### src/rtl/ard_pkg.sv
package ard_pkg;
   // word index of each register (byte offset / 4)
   localparam logic [2:0] RG_CTRL0  = 3'd0;
   localparam logic [2:0] RG_CTRL1  = 3'd1;
   localparam logic [2:0] RG_START  = 3'd2;
   localparam logic [2:0] RG_FINISH = 3'd3;
   localparam logic [2:0] RG_PERIOD = 3'd4;
   localparam logic [2:0] RG_STAT1  = 3'd5;
   localparam logic [2:0] RG_STAT2  = 3'd6;

   // field positions
   localparam int unsigned RUN_BIT = 0;
   localparam int unsigned EN_LSB  = 8;
   localparam int unsigned CLR_LSB = 0;
   localparam int unsigned SEL_LSB = 16;
   localparam int unsigned MAX_SRC = 8;

   // interrupt sources
   localparam int unsigned SRC_PERIOD = 0;
   localparam int unsigned SRC_WRAP   = 1;

   typedef enum logic [1:0] {
      S2_PTR  = 2'd0,
      S2_CNT  = 2'd1,
      S2_RSV2 = 2'd2,
      S2_RSV3 = 2'd3
   } s2_sel_e;
endpackage

### src/rtl/ard_addr_gen.sv
module ard_addr_gen #(
   parameter int unsigned ADDR_W      = 32,
   parameter int unsigned BURST_BYTES = 64
) (
   input  logic              clk,
   input  logic              rst_n,
   input  logic              run_i,
   input  logic              mem_ack_i,
   input  logic [ADDR_W-1:0] start_i,
   input  logic [ADDR_W-1:0] finish_i,
   input  logic              load_i,
   input  logic [ADDR_W-1:0] load_val_i,
   output logic              mem_req_o,
   output logic [ADDR_W-1:0] mem_addr_o,
   output logic              done_o,
   output logic              wrap_o
);
   localparam logic [ADDR_W-1:0] STEP = ADDR_W'(BURST_BYTES);

   logic [ADDR_W-1:0] ptr_q;
   logic              at_last;

   assign mem_req_o  = run_i;
   assign mem_addr_o = ptr_q;
   assign done_o     = run_i & mem_ack_i;
   assign at_last    = (ptr_q == finish_i);
   assign wrap_o     = done_o & at_last;

   always_ff @(posedge clk or negedge rst_n) begin
      if (!rst_n)       ptr_q <= '0;
      else if (load_i)  ptr_q <= load_val_i;
      else if (done_o)  ptr_q <= at_last ? start_i : ptr_q + STEP;
   end
endmodule

### src/rtl/ard_period_cnt.sv
module ard_period_cnt #(
   parameter int unsigned CNT_W = 16
) (
   input  logic             clk,
   input  logic             rst_n,
   input  logic             done_i,
   input  logic             restart_i,
   input  logic [CNT_W-1:0] period_i,
   output logic [CNT_W-1:0] cnt_o,
   output logic             evt_o
);
   logic [CNT_W-1:0] cnt_q;
   logic [CNT_W-1:0] cnt_inc;

   assign cnt_inc = cnt_q + 1'b1;
   assign evt_o   = done_i && (period_i != '0) && (cnt_inc >= period_i);
   assign cnt_o   = cnt_q;

   always_ff @(posedge clk or negedge rst_n) begin
      if (!rst_n)         cnt_q <= '0;
      else if (restart_i) cnt_q <= '0;
      else if (done_i)    cnt_q <= evt_o ? '0 : cnt_inc;
   end
endmodule

### src/rtl/ard_irq.sv
module ard_irq #(
   parameter int unsigned NUM_SRC = 2
) (
   input  logic               clk,
   input  logic               rst_n,
   input  logic [NUM_SRC-1:0] evt_i,
   input  logic [NUM_SRC-1:0] en_i,
   input  logic [NUM_SRC-1:0] clr_i,
   output logic [NUM_SRC-1:0] sts_o,
   output logic               irq_o
);
   for (genvar k = 0; k < NUM_SRC; k++) begin : g_src
      always_ff @(posedge clk or negedge rst_n) begin
         if (!rst_n)        sts_o[k] <= 1'b0;
         else if (clr_i[k]) sts_o[k] <= 1'b0;
         else if (evt_i[k]) sts_o[k] <= 1'b1;
      end
   end

   assign irq_o = |(sts_o & en_i);
endmodule

### src/rtl/ard_regs.sv
module ard_regs
   import ard_pkg::*;
#(
   parameter int unsigned ADDR_W  = 32,
   parameter int unsigned CNT_W   = 16,
   parameter int unsigned NUM_SRC = 2
) (
   input  logic               clk,
   input  logic               rst_n,
   input  logic               reg_we,
   input  logic [4:0]         reg_addr,
   input  logic [31:0]        reg_wdata,
   output logic [31:0]        reg_rdata,
   input  logic [ADDR_W-1:0]  ptr_i,
   input  logic [CNT_W-1:0]   cnt_i,
   input  logic [NUM_SRC-1:0] sts_i,
   output logic               run_o,
   output logic [NUM_SRC-1:0] en_o,
   output logic [NUM_SRC-1:0] clr_o,
   output logic [ADDR_W-1:0]  start_o,
   output logic [ADDR_W-1:0]  finish_o,
   output logic [CNT_W-1:0]   period_o,
   output logic               load_o,
   output logic [ADDR_W-1:0]  load_val_o
);
   logic [2:0]         idx;
   logic               wr_c0, wr_c1, wr_st, wr_fi, wr_pe;
   logic [NUM_SRC-1:0] clr_q;
   s2_sel_e            sel_q;
   logic [1:0]         unused_lsb;

   assign idx        = reg_addr[4:2];
   assign unused_lsb = reg_addr[1:0];
   assign wr_c0 = reg_we && (idx == RG_CTRL0);
   assign wr_c1 = reg_we && (idx == RG_CTRL1);
   assign wr_st = reg_we && (idx == RG_START);
   assign wr_fi = reg_we && (idx == RG_FINISH);
   assign wr_pe = reg_we && (idx == RG_PERIOD);

   always_ff @(posedge clk or negedge rst_n) begin
      if (!rst_n) begin
         run_o    <= 1'b0;
         en_o     <= '0;
         clr_q    <= '0;
         sel_q    <= S2_PTR;
         start_o  <= '0;
         finish_o <= '0;
         period_o <= '0;
      end else begin
         if (wr_c0) begin
            run_o <= reg_wdata[RUN_BIT];
            en_o  <= reg_wdata[EN_LSB +: NUM_SRC];
         end
         if (wr_c1) begin
            clr_q <= reg_wdata[CLR_LSB +: NUM_SRC];
            sel_q <= s2_sel_e'(reg_wdata[SEL_LSB +: 2]);
         end
         if (wr_st) start_o  <= reg_wdata[ADDR_W-1:0];
         if (wr_fi) finish_o <= reg_wdata[ADDR_W-1:0];
         if (wr_pe) period_o <= reg_wdata[CNT_W-1:0];
      end
   end

   // a clear being released this cycle no longer blocks a same-cycle event
   assign clr_o      = wr_c1 ? (clr_q & reg_wdata[CLR_LSB +: NUM_SRC]) : clr_q;
   assign load_o     = (wr_st || wr_fi) && !run_o;
   assign load_val_o = wr_st ? reg_wdata[ADDR_W-1:0] : start_o;

   always_comb begin
      reg_rdata = '0;
      case (idx)
         RG_CTRL0: begin
            reg_rdata[RUN_BIT]             = run_o;
            reg_rdata[EN_LSB +: NUM_SRC]   = en_o;
         end
         RG_CTRL1: begin
            reg_rdata[CLR_LSB +: NUM_SRC]  = clr_q;
            reg_rdata[SEL_LSB +: 2]        = sel_q;
         end
         RG_START:  reg_rdata = 32'(start_o);
         RG_FINISH: reg_rdata = 32'(finish_o);
         RG_PERIOD: reg_rdata = 32'(period_o);
         RG_STAT1:  reg_rdata = 32'(sts_i);
         RG_STAT2: begin
            case (sel_q)
               S2_PTR:  reg_rdata = 32'(ptr_i);
               S2_CNT:  reg_rdata = 32'(cnt_i);
               default: reg_rdata = '0;
            endcase
         end
         default: reg_rdata = '0;
      endcase
   end
endmodule

### src/rtl/audio_ring_dma.sv
module audio_ring_dma
   import ard_pkg::*;
#(
   parameter int unsigned ADDR_W      = 32,
   parameter int unsigned BURST_BYTES = 64,
   parameter int unsigned CNT_W       = 16,
   parameter int unsigned NUM_SRC     = 2
) (
   input  logic              clk,
   input  logic              rst_n,
   input  logic              reg_we,
   input  logic [4:0]        reg_addr,
   input  logic [31:0]       reg_wdata,
   output logic [31:0]       reg_rdata,
   output logic              mem_req,
   output logic [ADDR_W-1:0] mem_addr,
   input  logic              mem_ack,
   output logic              irq
);
   if (ADDR_W < 8 || ADDR_W > 32) begin : g_bad_addr_w
      $error("ADDR_W must lie in 8..32");
   end
   if (BURST_BYTES < 8 || (BURST_BYTES & (BURST_BYTES - 1)) != 0) begin : g_bad_burst
      $error("BURST_BYTES must be a power of two of at least 8");
   end
   if (CNT_W < 1 || CNT_W > 32) begin : g_bad_cnt_w
      $error("CNT_W must lie in 1..32");
   end
   if (NUM_SRC < 2 || NUM_SRC > MAX_SRC) begin : g_bad_src
      $error("NUM_SRC must lie in 2..8");
   end

   logic               run, load, done, wrap, per_evt;
   logic [NUM_SRC-1:0] en, clr_eff, sts, evt;
   logic [ADDR_W-1:0]  start, finish, load_val;
   logic [CNT_W-1:0]   period, cnt;

   always_comb begin
      evt             = '0;
      evt[SRC_PERIOD] = per_evt;
      evt[SRC_WRAP]   = wrap;
   end

   ard_regs #(.ADDR_W(ADDR_W), .CNT_W(CNT_W), .NUM_SRC(NUM_SRC)) u_regs (
      .clk(clk), .rst_n(rst_n), .reg_we(reg_we), .reg_addr(reg_addr),
      .reg_wdata(reg_wdata), .reg_rdata(reg_rdata), .ptr_i(mem_addr),
      .cnt_i(cnt), .sts_i(sts), .run_o(run), .en_o(en), .clr_o(clr_eff),
      .start_o(start), .finish_o(finish), .period_o(period),
      .load_o(load), .load_val_o(load_val)
   );

   ard_addr_gen #(.ADDR_W(ADDR_W), .BURST_BYTES(BURST_BYTES)) u_addr (
      .clk(clk), .rst_n(rst_n), .run_i(run), .mem_ack_i(mem_ack),
      .start_i(start), .finish_i(finish), .load_i(load),
      .load_val_i(load_val), .mem_req_o(mem_req), .mem_addr_o(mem_addr),
      .done_o(done), .wrap_o(wrap)
   );

   ard_period_cnt #(.CNT_W(CNT_W)) u_cnt (
      .clk(clk), .rst_n(rst_n), .done_i(done), .restart_i(load),
      .period_i(period), .cnt_o(cnt), .evt_o(per_evt)
   );

   ard_irq #(.NUM_SRC(NUM_SRC)) u_irq (
      .clk(clk), .rst_n(rst_n), .evt_i(evt), .en_i(en), .clr_i(clr_eff),
      .sts_o(sts), .irq_o(irq)
   );
endmodule

### config.mk
export PLATFORM = sky130hd
export DESIGN_NAME = audio_ring_dma
export DESIGN_NICKNAME = d
export VERILOG_FILES = /design/src/rtl/ard_pkg.sv /design/src/rtl/ard_addr_gen.sv /design/src/rtl/ard_period_cnt.sv /design/src/rtl/ard_irq.sv /design/src/rtl/ard_regs.sv /design/src/rtl/audio_ring_dma.sv
export SDC_FILE = /design/constraint.sdc
export NUM_CORES = 1
export LEC_CHECK = 0
export ABC_AREA = 1
export BUFFER_PORTS_ARGS = -buffer_cell sky130_fd_sc_hd__clkbuf_2
export CAP_MARGIN = 15
export CORE_MARGIN = 2
export CORE_UTILIZATION = 45
export DETAILED_ROUTE_END_ITERATION = 10
export GPL_TIMING_DRIVEN = 0
export PLACE_DENSITY = 0.68
export SYNTH_ARGS = -nofsm -noshare
export SYNTH_HDL_FRONTEND = slang
export SYNTH_SLANG_ARGS = --single-unit
### constraint.sdc
create_clock -name clk -period 2.5 [get_ports clk]
set_input_delay 0.125 -clock clk [delete_from_list [all_inputs] [get_ports clk]]
set_output_delay 0.125 -clock clk [all_outputs]
set_load 0.05 [all_outputs]
Word level (Yosys, flattened, before mapping) --
Index checks and enable logic that the tools add are counted.
Word-level totals: register bits 137, bits in writable memories 0, output and inout bits 66, word-level logic and storage cells 63, latch bits 0, ROM bits 0, input bits 41, memories kept 0
Operators by class: add/subtract/negate cells 2, multiplexer cells 20, equality and inequality tests 8, bitwise logic cells 4, $lt $le $gt $ge 1, div/mod/pow operators 0, shifts and indexed selects 0, reduce and logical (&&, ||, !) cells 17, $mul 0
Operator list (number):
- two-way mux 32 bit | 4
- case mux 32 bit (2 select lines) | 1
- two-way mux 16 bit | 3
- case mux 6 bit (4 select lines) | 2
- case mux 14 bit (3 select lines) | 1
- adder 32 x 7 -> 32 bit (second input constant) | 1
- == test 32 bit | 1
- adder 16 x 1 -> 16 bit (second input constant) | 1
- greater-or-equal comparator 16 bit | 1
- nonzero test 16 bit | 1
- case mux 2 bit (5 select lines) | 1
- == test 3 bit (second input constant) | 3
- logical AND 1 bit | 8
- case mux 2 bit (4 select lines) | 1
- case mux 1 bit (7 select lines) | 1
- == test 3 x 2 -> 1 bit (second input constant) | 2
- case mux 1 bit (6 select lines) | 1
- nonzero test 2 bit | 3
- bitwise AND 2 bit | 2
- two-way mux 1 bit | 4
- == test 3 x 1 -> 1 bit (second input constant) | 1
- logical NOT 3 bit | 1
- bitwise AND 1 bit | 2
- == test 2 x 1 -> 1 bit (second input constant) | 1
- other kinds (5) | 5

Depth between registers and ports, before layout --
depth in word-level cells 6, depth in mapped cells 21, gate-level depth less buffers 20

Modules after synthesis --
Synthesis repeated with hierarchy kept, for this count alone.
Second synthesis, totals: cell total of the unflattened synthesis 1478, area, all modules 9630.5 um^2
By module, submodules not included:
- ard_regs | seq. area each 2177.1 um^2, cells each 608, area each 4471.8 um^2, times used 1
- ard_addr_gen | seq. area each 800.8 um^2, cells each 600, area each 3454.6 um^2, times used 1
- ard_period_cnt | seq. area each 400.4 um^2, cells each 261, area each 1627.8 um^2, times used 1
- ard_irq | seq. area each 50.0 um^2, cells each 9, area each 76.3 um^2, times used 1

Least setup slack after synthesis --
No wires, ideal clock.
path kind register -> register, start point reg u_cnt.cnt_q[0] (netlist: u_cnt.cnt_o[0]), end point reg u_cnt.cnt_q[10] (netlist: u_cnt.cnt_o[10]), arrival time 2.386 ns, path buffers 1, slack -0.004 ns, data required time 2.382 ns, stages on the path, launching flop included 22, library setup time 0.118 ns, period minus slack after synthesis 2.504 ns, cells stage by stage dfrtp_1 > ha_1 > nand2_1 > nor2_2 > nand3_1 > nor2_1 > inv_1 > nand2_1 > inv_1 > ha_1 > nand2_1 > nor2_1 > nand2_1 > nor2_1 > nor2_1 > nand2_1 > nand2_1 > nand2_1 > nand2_1 > buf_2 > nand3_1 > nand2_1
Between the ends: word-level cells in the longest chain between the ends 6
RTL lines:
- start: declaration | RTL line ard_period_cnt.sv:12 | logic [CNT_W-1:0] cnt_q;
- start signal: assignment | RTL line ard_period_cnt.sv:22 | else if (done_i) cnt_q <= evt_o ? '0 : cnt_inc;
- adder 16 x 1 -> 16 bit * | RTL line ard_period_cnt.sv:15 | assign cnt_inc = cnt_q + 1'b1;
- greater-or-equal comparator 16 bit | RTL line ard_period_cnt.sv:16 | assign evt_o = done_i && (period_i != '0) && (cnt_inc >= period_i);
- logical AND 1 bit | RTL line ard_period_cnt.sv:16
- two-way mux 16 bit * (2 in a row) | RTL line ard_period_cnt.sv:22
- two-way mux 16 bit * | RTL line ard_period_cnt.sv:21 | else if (restart_i) cnt_q <= '0;
Every way passes the cells marked *; elsewhere a longest branch is shown, timed or not. The select of a mux whose other input is x is not followed. A chain may end at the register's enable or synchronous reset.

Worst setup path after layout --
start point reg u_cnt.cnt_q[1] (netlist: u_cnt.cnt_o[1]), end point reg u_cnt.cnt_q[1] (netlist: u_cnt.cnt_o[1])
The elaborated chain is that of the path after synthesis.

==> results.json <==
{
  "drc_violations_left": 0,
  "globalRoute.totalOverflow": 0,
  "final.setup.worst_slack_ns": -0.1279,
  "clkTransAtPathRegs_ns": 0.06,
  "synth.area.mux_share": 0,
  "critical_path.max_fanout": 7,
  "ys_seq_elements": 137,
  "pwr_density_cell_nw_per_um2": 937.6,
  "synth.avg_cell_area_um2": 7.122,
  "placedInstanceArea_um2": 9484,
  "synthAdderAreaFrac": 0.02609,
  "floorplan.die.width_um": 142.5,
  "cell_breakdown_of_the_critical_path": "inv_2 > nor3_4 > nand2_2 > nor2_2 > xor2_1 > inv_1 > ha_4 > nand4_1 > a21oi_1 > nor2_1 > nand2_2 > nand2_4 > buf_6 > nand2_1 > o21ai_1",
  "synth_compound_area_frac": 0.1474,
  "worst_path_largest_cell_delay_ns": 0.42,
  "clockRootBuffer": "sky130_fd_sc_hd__clkbuf_16",
  "finish.instance_area_um2": 10790,
  "grt_max_degree": 102,
  "cts-buffers-inserted": 17,
  "core_region_area_um2": 18770,
  "hold_violations": 0,
  "path_buf_inv": 3,
  "synth_enable_flop_cells": 0,
  "synth.lib_cells_used.distinct": 40,
  "worst_path_most_repeated_cell": "sky130_fd_sc_hd__nand2_2",
  "clock_sink_count": 137,
  "gp_congestion": 0.9743,
  "start_kind": "flip-flop",
  "drt_pass1_iterations": 5,
  "iteration_0_drc_markers": 1055,
  "unrepaired_setup_endpoints_after_global_routing": "yes",
  "failing_checks": "setup timing",
  "synth_cells": 1212,
  "yosys.area_share.simple": 0.2789,
  "arrival_ns": 2.95,
  "min_path_type": "input port to flip-flop",
  "worstMarginPinSlew_ns": 0.9129,
  "async_reset_ff_frac": 1.000,
  "total_of_endpoints_with_negative_setup_slack_in_the_final_report": 17,
  "commonest_non_fill_non_tap_cell_in_the_layout": "sky130_fd_sc_hd__nand2_1",
  "final_cell_mix": "sky130_fd_sc_hd__nand2_1 (362), sky130_fd_sc_hd__inv_1 (161), sky130_fd_sc_hd__dfrtp_1 (134)",
  "outcome": "complete, but fails checks",
  "first_global_vias": 8380,
  "final_period_minus_worst_setup_slack_ns": 2.628,
  "design.die.area_um2": 20310,
  "maxClockFrequency_mhz": 380.5,
  "final_nets": 1435,
  "synth_warnings": 0,
  "final_util": 0.5747,
  "fillCellCount": 1755,
  "worst_path_required_ns": 2.82,
  "maxSlewHeadroom": 0.3914,
  "drt.antenna.violating_nets": 0,
  "die_height_um": 142.5,
  "routed-via-count": 9093,
  "synth_top_flop_cell": "sky130_fd_sc_hd__dfrtp_1",
  "vdd.ir_drop.worst_mv": 0.5407,
  "total_count_of_max_transition_violations_in_the_final_report": 0,
  "layout-drive-gt1-share": 0.1857,
  "global_route_wire_length_before_repair_um": 46990,
  "critPathTopFamily": "simple AND/OR/NAND/NOR gates",
  "tritoncts": "yes",
  "worst-setup-path-type": "flip-flop to flip-flop",
  "rows": 50,
  "wl_um": 30820,
  "worst_path_max_delay_cell": "sky130_fd_sc_hd__dfrtp_1",
  "clock_path_buffers": 2,
  "synth_seq_area_share": 0.3972,
  "yosys.area_share.xor_xnor": 0.04261,
  "placement.io_buffers": 104,
  "detail_route.vias_per_cell": 5.603,
  "wire_per_inst_um": 18.99,
  "clock_insertion_delay_worst_skew_ns": 0.44,
  "p_leak_nw": 5.379,
  "num_antenna_cells": 0,
  "dp_hpwl_um": 21990,
  "grt_antenna_before_repair": 0,
  "initial_core_util": 0.4599,
  "drv_cap": 0,
  "skew_ns": 0.008079,
  "worst_setup_path_end_kind": "flip-flop",
  "syn_to_final_growth_pct": 24.96,
  "grtUsageTotal": 0.3065,
  "cts_max_level": 4,
  "final.period_utilization": 1.051,
  "synth_area_um2": 8632,
  "i_o_pin_count": 107,
  "main_combinational_cell_family_by_area_after_synthesis": "simple AND/OR/NAND/NOR gates",
  "postSynthNetCount": 1271
}
cells in the mapped netlist, types with 3 or more instances:
| master | number | area share |
|---|---|---|
| sky130_fd_sc_hd__a21oi_1 | 24 | 0.014 |
| sky130_fd_sc_hd__a21oi_2 | 4 | 0.0041 |
| sky130_fd_sc_hd__a221oi_1 | 6 | 0.0061 |
| sky130_fd_sc_hd__a22oi_1 | 19 | 0.017 |
| sky130_fd_sc_hd__buf_2 | 12 | 0.0070 |
| sky130_fd_sc_hd__buf_4 | 9 | 0.0078 |
| sky130_fd_sc_hd__buf_6 | 4 | 0.0052 |
| sky130_fd_sc_hd__clkbuf_1 | 19 | 0.0083 |
| sky130_fd_sc_hd__clkinv_1 | 3 | 0.0013 |
| sky130_fd_sc_hd__dfrtp_1 | 137 | 0.40 |
| sky130_fd_sc_hd__ha_1 | 18 | 0.026 |
| sky130_fd_sc_hd__inv_1 | 165 | 0.072 |
| sky130_fd_sc_hd__inv_2 | 15 | 0.0065 |
| sky130_fd_sc_hd__nand2_1 | 377 | 0.16 |
| sky130_fd_sc_hd__nand3_1 | 82 | 0.048 |
| sky130_fd_sc_hd__nand4_1 | 16 | 0.012 |
| sky130_fd_sc_hd__nor2_1 | 77 | 0.033 |
| sky130_fd_sc_hd__nor3_1 | 5 | 0.0029 |
| sky130_fd_sc_hd__o2111ai_1 | 3 | 0.0030 |
| sky130_fd_sc_hd__o211ai_1 | 4 | 0.0035 |
| sky130_fd_sc_hd__o21ai_0 | 81 | 0.047 |
| sky130_fd_sc_hd__o21ai_1 | 49 | 0.028 |
| sky130_fd_sc_hd__o221ai_1 | 15 | 0.015 |
| sky130_fd_sc_hd__o22ai_1 | 6 | 0.0043 |
| sky130_fd_sc_hd__xnor2_1 | 20 | 0.020 |
| sky130_fd_sc_hd__xor2_1 | 22 | 0.022 |
sequential cells by signal (all words and copies together) (netlist names):
| register | flops |
|---|---|
| u_addr.mem_addr_o | 32 |
| u_cnt.cnt_o | 16 |
| u_irq.sts_o | 2 |
| u_regs.clr_q | 2 |
| u_regs.en_o | 2 |
| u_regs.finish_o | 32 |
| u_regs.period_o | 16 |
| u_regs.run_o | 1 |
| u_regs.sel_q | 2 |
| u_regs.start_o | 32 |
area by class of cell:
| cell class | count | area (µm²) | area share |
|---|---|---|---|
| flip-flops and latches | 137 | 3432 | 0.3182 |
| repair inverters | 1 | 5.005 | 0.0004640 |
| repair buffers | 144 | 938.4 | 0.08700 |
| clock inverters | 11 | 192.7 | 0.01786 |
| clock buffers | 21 | 470.5 | 0.04361 |
| inverters | 183 | 691.9 | 0.06415 |
| well taps | 234 | 292.8 | 0.02714 |
| multi-input cells | 848 | 4507 | 0.4178 |
| plain buffers | 44 | 256.5 | 0.02378 |
worst paths after layout:
check | endpoint | slack [ns] | cells after the start | from
setup / recovery | u_cnt.cnt_o[1]$_DFFE_PN0P_ | -0.13 | 15 | u_cnt.cnt_o[1]$_DFFE_PN0P_
hold / removal | u_regs.period_o[4]$_DFFE_PN0P_ | 0.005 | 3 | reg_wdata[4]
max in group asynchronous | u_addr.mem_addr_o[12]$_DFFE_PN0P_ | 1.48 | 3 | rst_n
hold reg to reg | u_regs.period_o[7]$_DFFE_PN0P_ | 0.49 | 2 | u_regs.period_o[7]$_DFFE_PN0P_
min in group asynchronous | u_regs.finish_o[3]$_DFFE_PN0P_ | 0.16 | 2 | rst_n
setup reg to reg | u_cnt.cnt_o[1]$_DFFE_PN0P_ | -0.13 | 15 | u_cnt.cnt_o[1]$_DFFE_PN0P_
routing by layer:
layer,share of wire,GRT usage
met1,0.43,0.4408
met2,0.45,0.4626
met5,0,0
met3,0.096,0.06157
met4,0.025,0.1021
tightest hold or removal path, stage by stage:
cell,delay (ns)
sky130_fd_sc_hd__clkbuf_2,0.08
sky130_fd_sc_hd__inv_1,0.10
sky130_fd_sc_hd__o21ai_0,0.10
through the flow:
step	std cells	setup WS (ns)	hold WS (ns)	setup TNS [ns]	power, W
detailed placement	1551	-0.5947	0.06270	-7.787	0.006928
global placement	1550	-1.112	0.3469	-157.87	0.006869
CTS	1619	-0.02478	0.007931	-0.2465	0.009976
floorplan	1212	0.01889	-0.1706	0	0.005873
global route	1623	-0.2654	0.02004	-4.031	0.01062
finish	1623	-0.1279	0.005010	-1.778	0.01011
kinds of logic (layout without fill, tap and decap cells):
logic type / count (synthesis) / in the layout
and+or+nand+nor: 572 / 572
AOI/OAI and AO/OA: 216 / 216
DFF: 137 / 137
adders and majority gates: 18 / 18
xor gates and xnor gates: 42 / 42
buffers and inverters: 227 / 404
where the power goes:
part	leakage, nW	internal [W]	total [W]	switching, W
Clock	0.319	0.00185	0.00289	0.00104
Combinational	3.35	0.00120	0.00385	0.00265
Sequential	1.71	0.00273	0.00337	0.000647
Total	5.38	0.00577	0.0101	0.00434
timing repair:
| item | in CTS | in global routing |
|---|---|---|
| buffers inserted | 9 | 3 |
| gates cloned | 1 | 1 |
| pin swaps | 23 | 10 |
| hold buffers | 26 | 0 |
| endpoints found under the setup margin | 21 | 24 |
| gates resized for setup | 43 | 22 |
| endpoints found under the hold margin | 84 | 0 |
(Power assumes the default switching activity.)
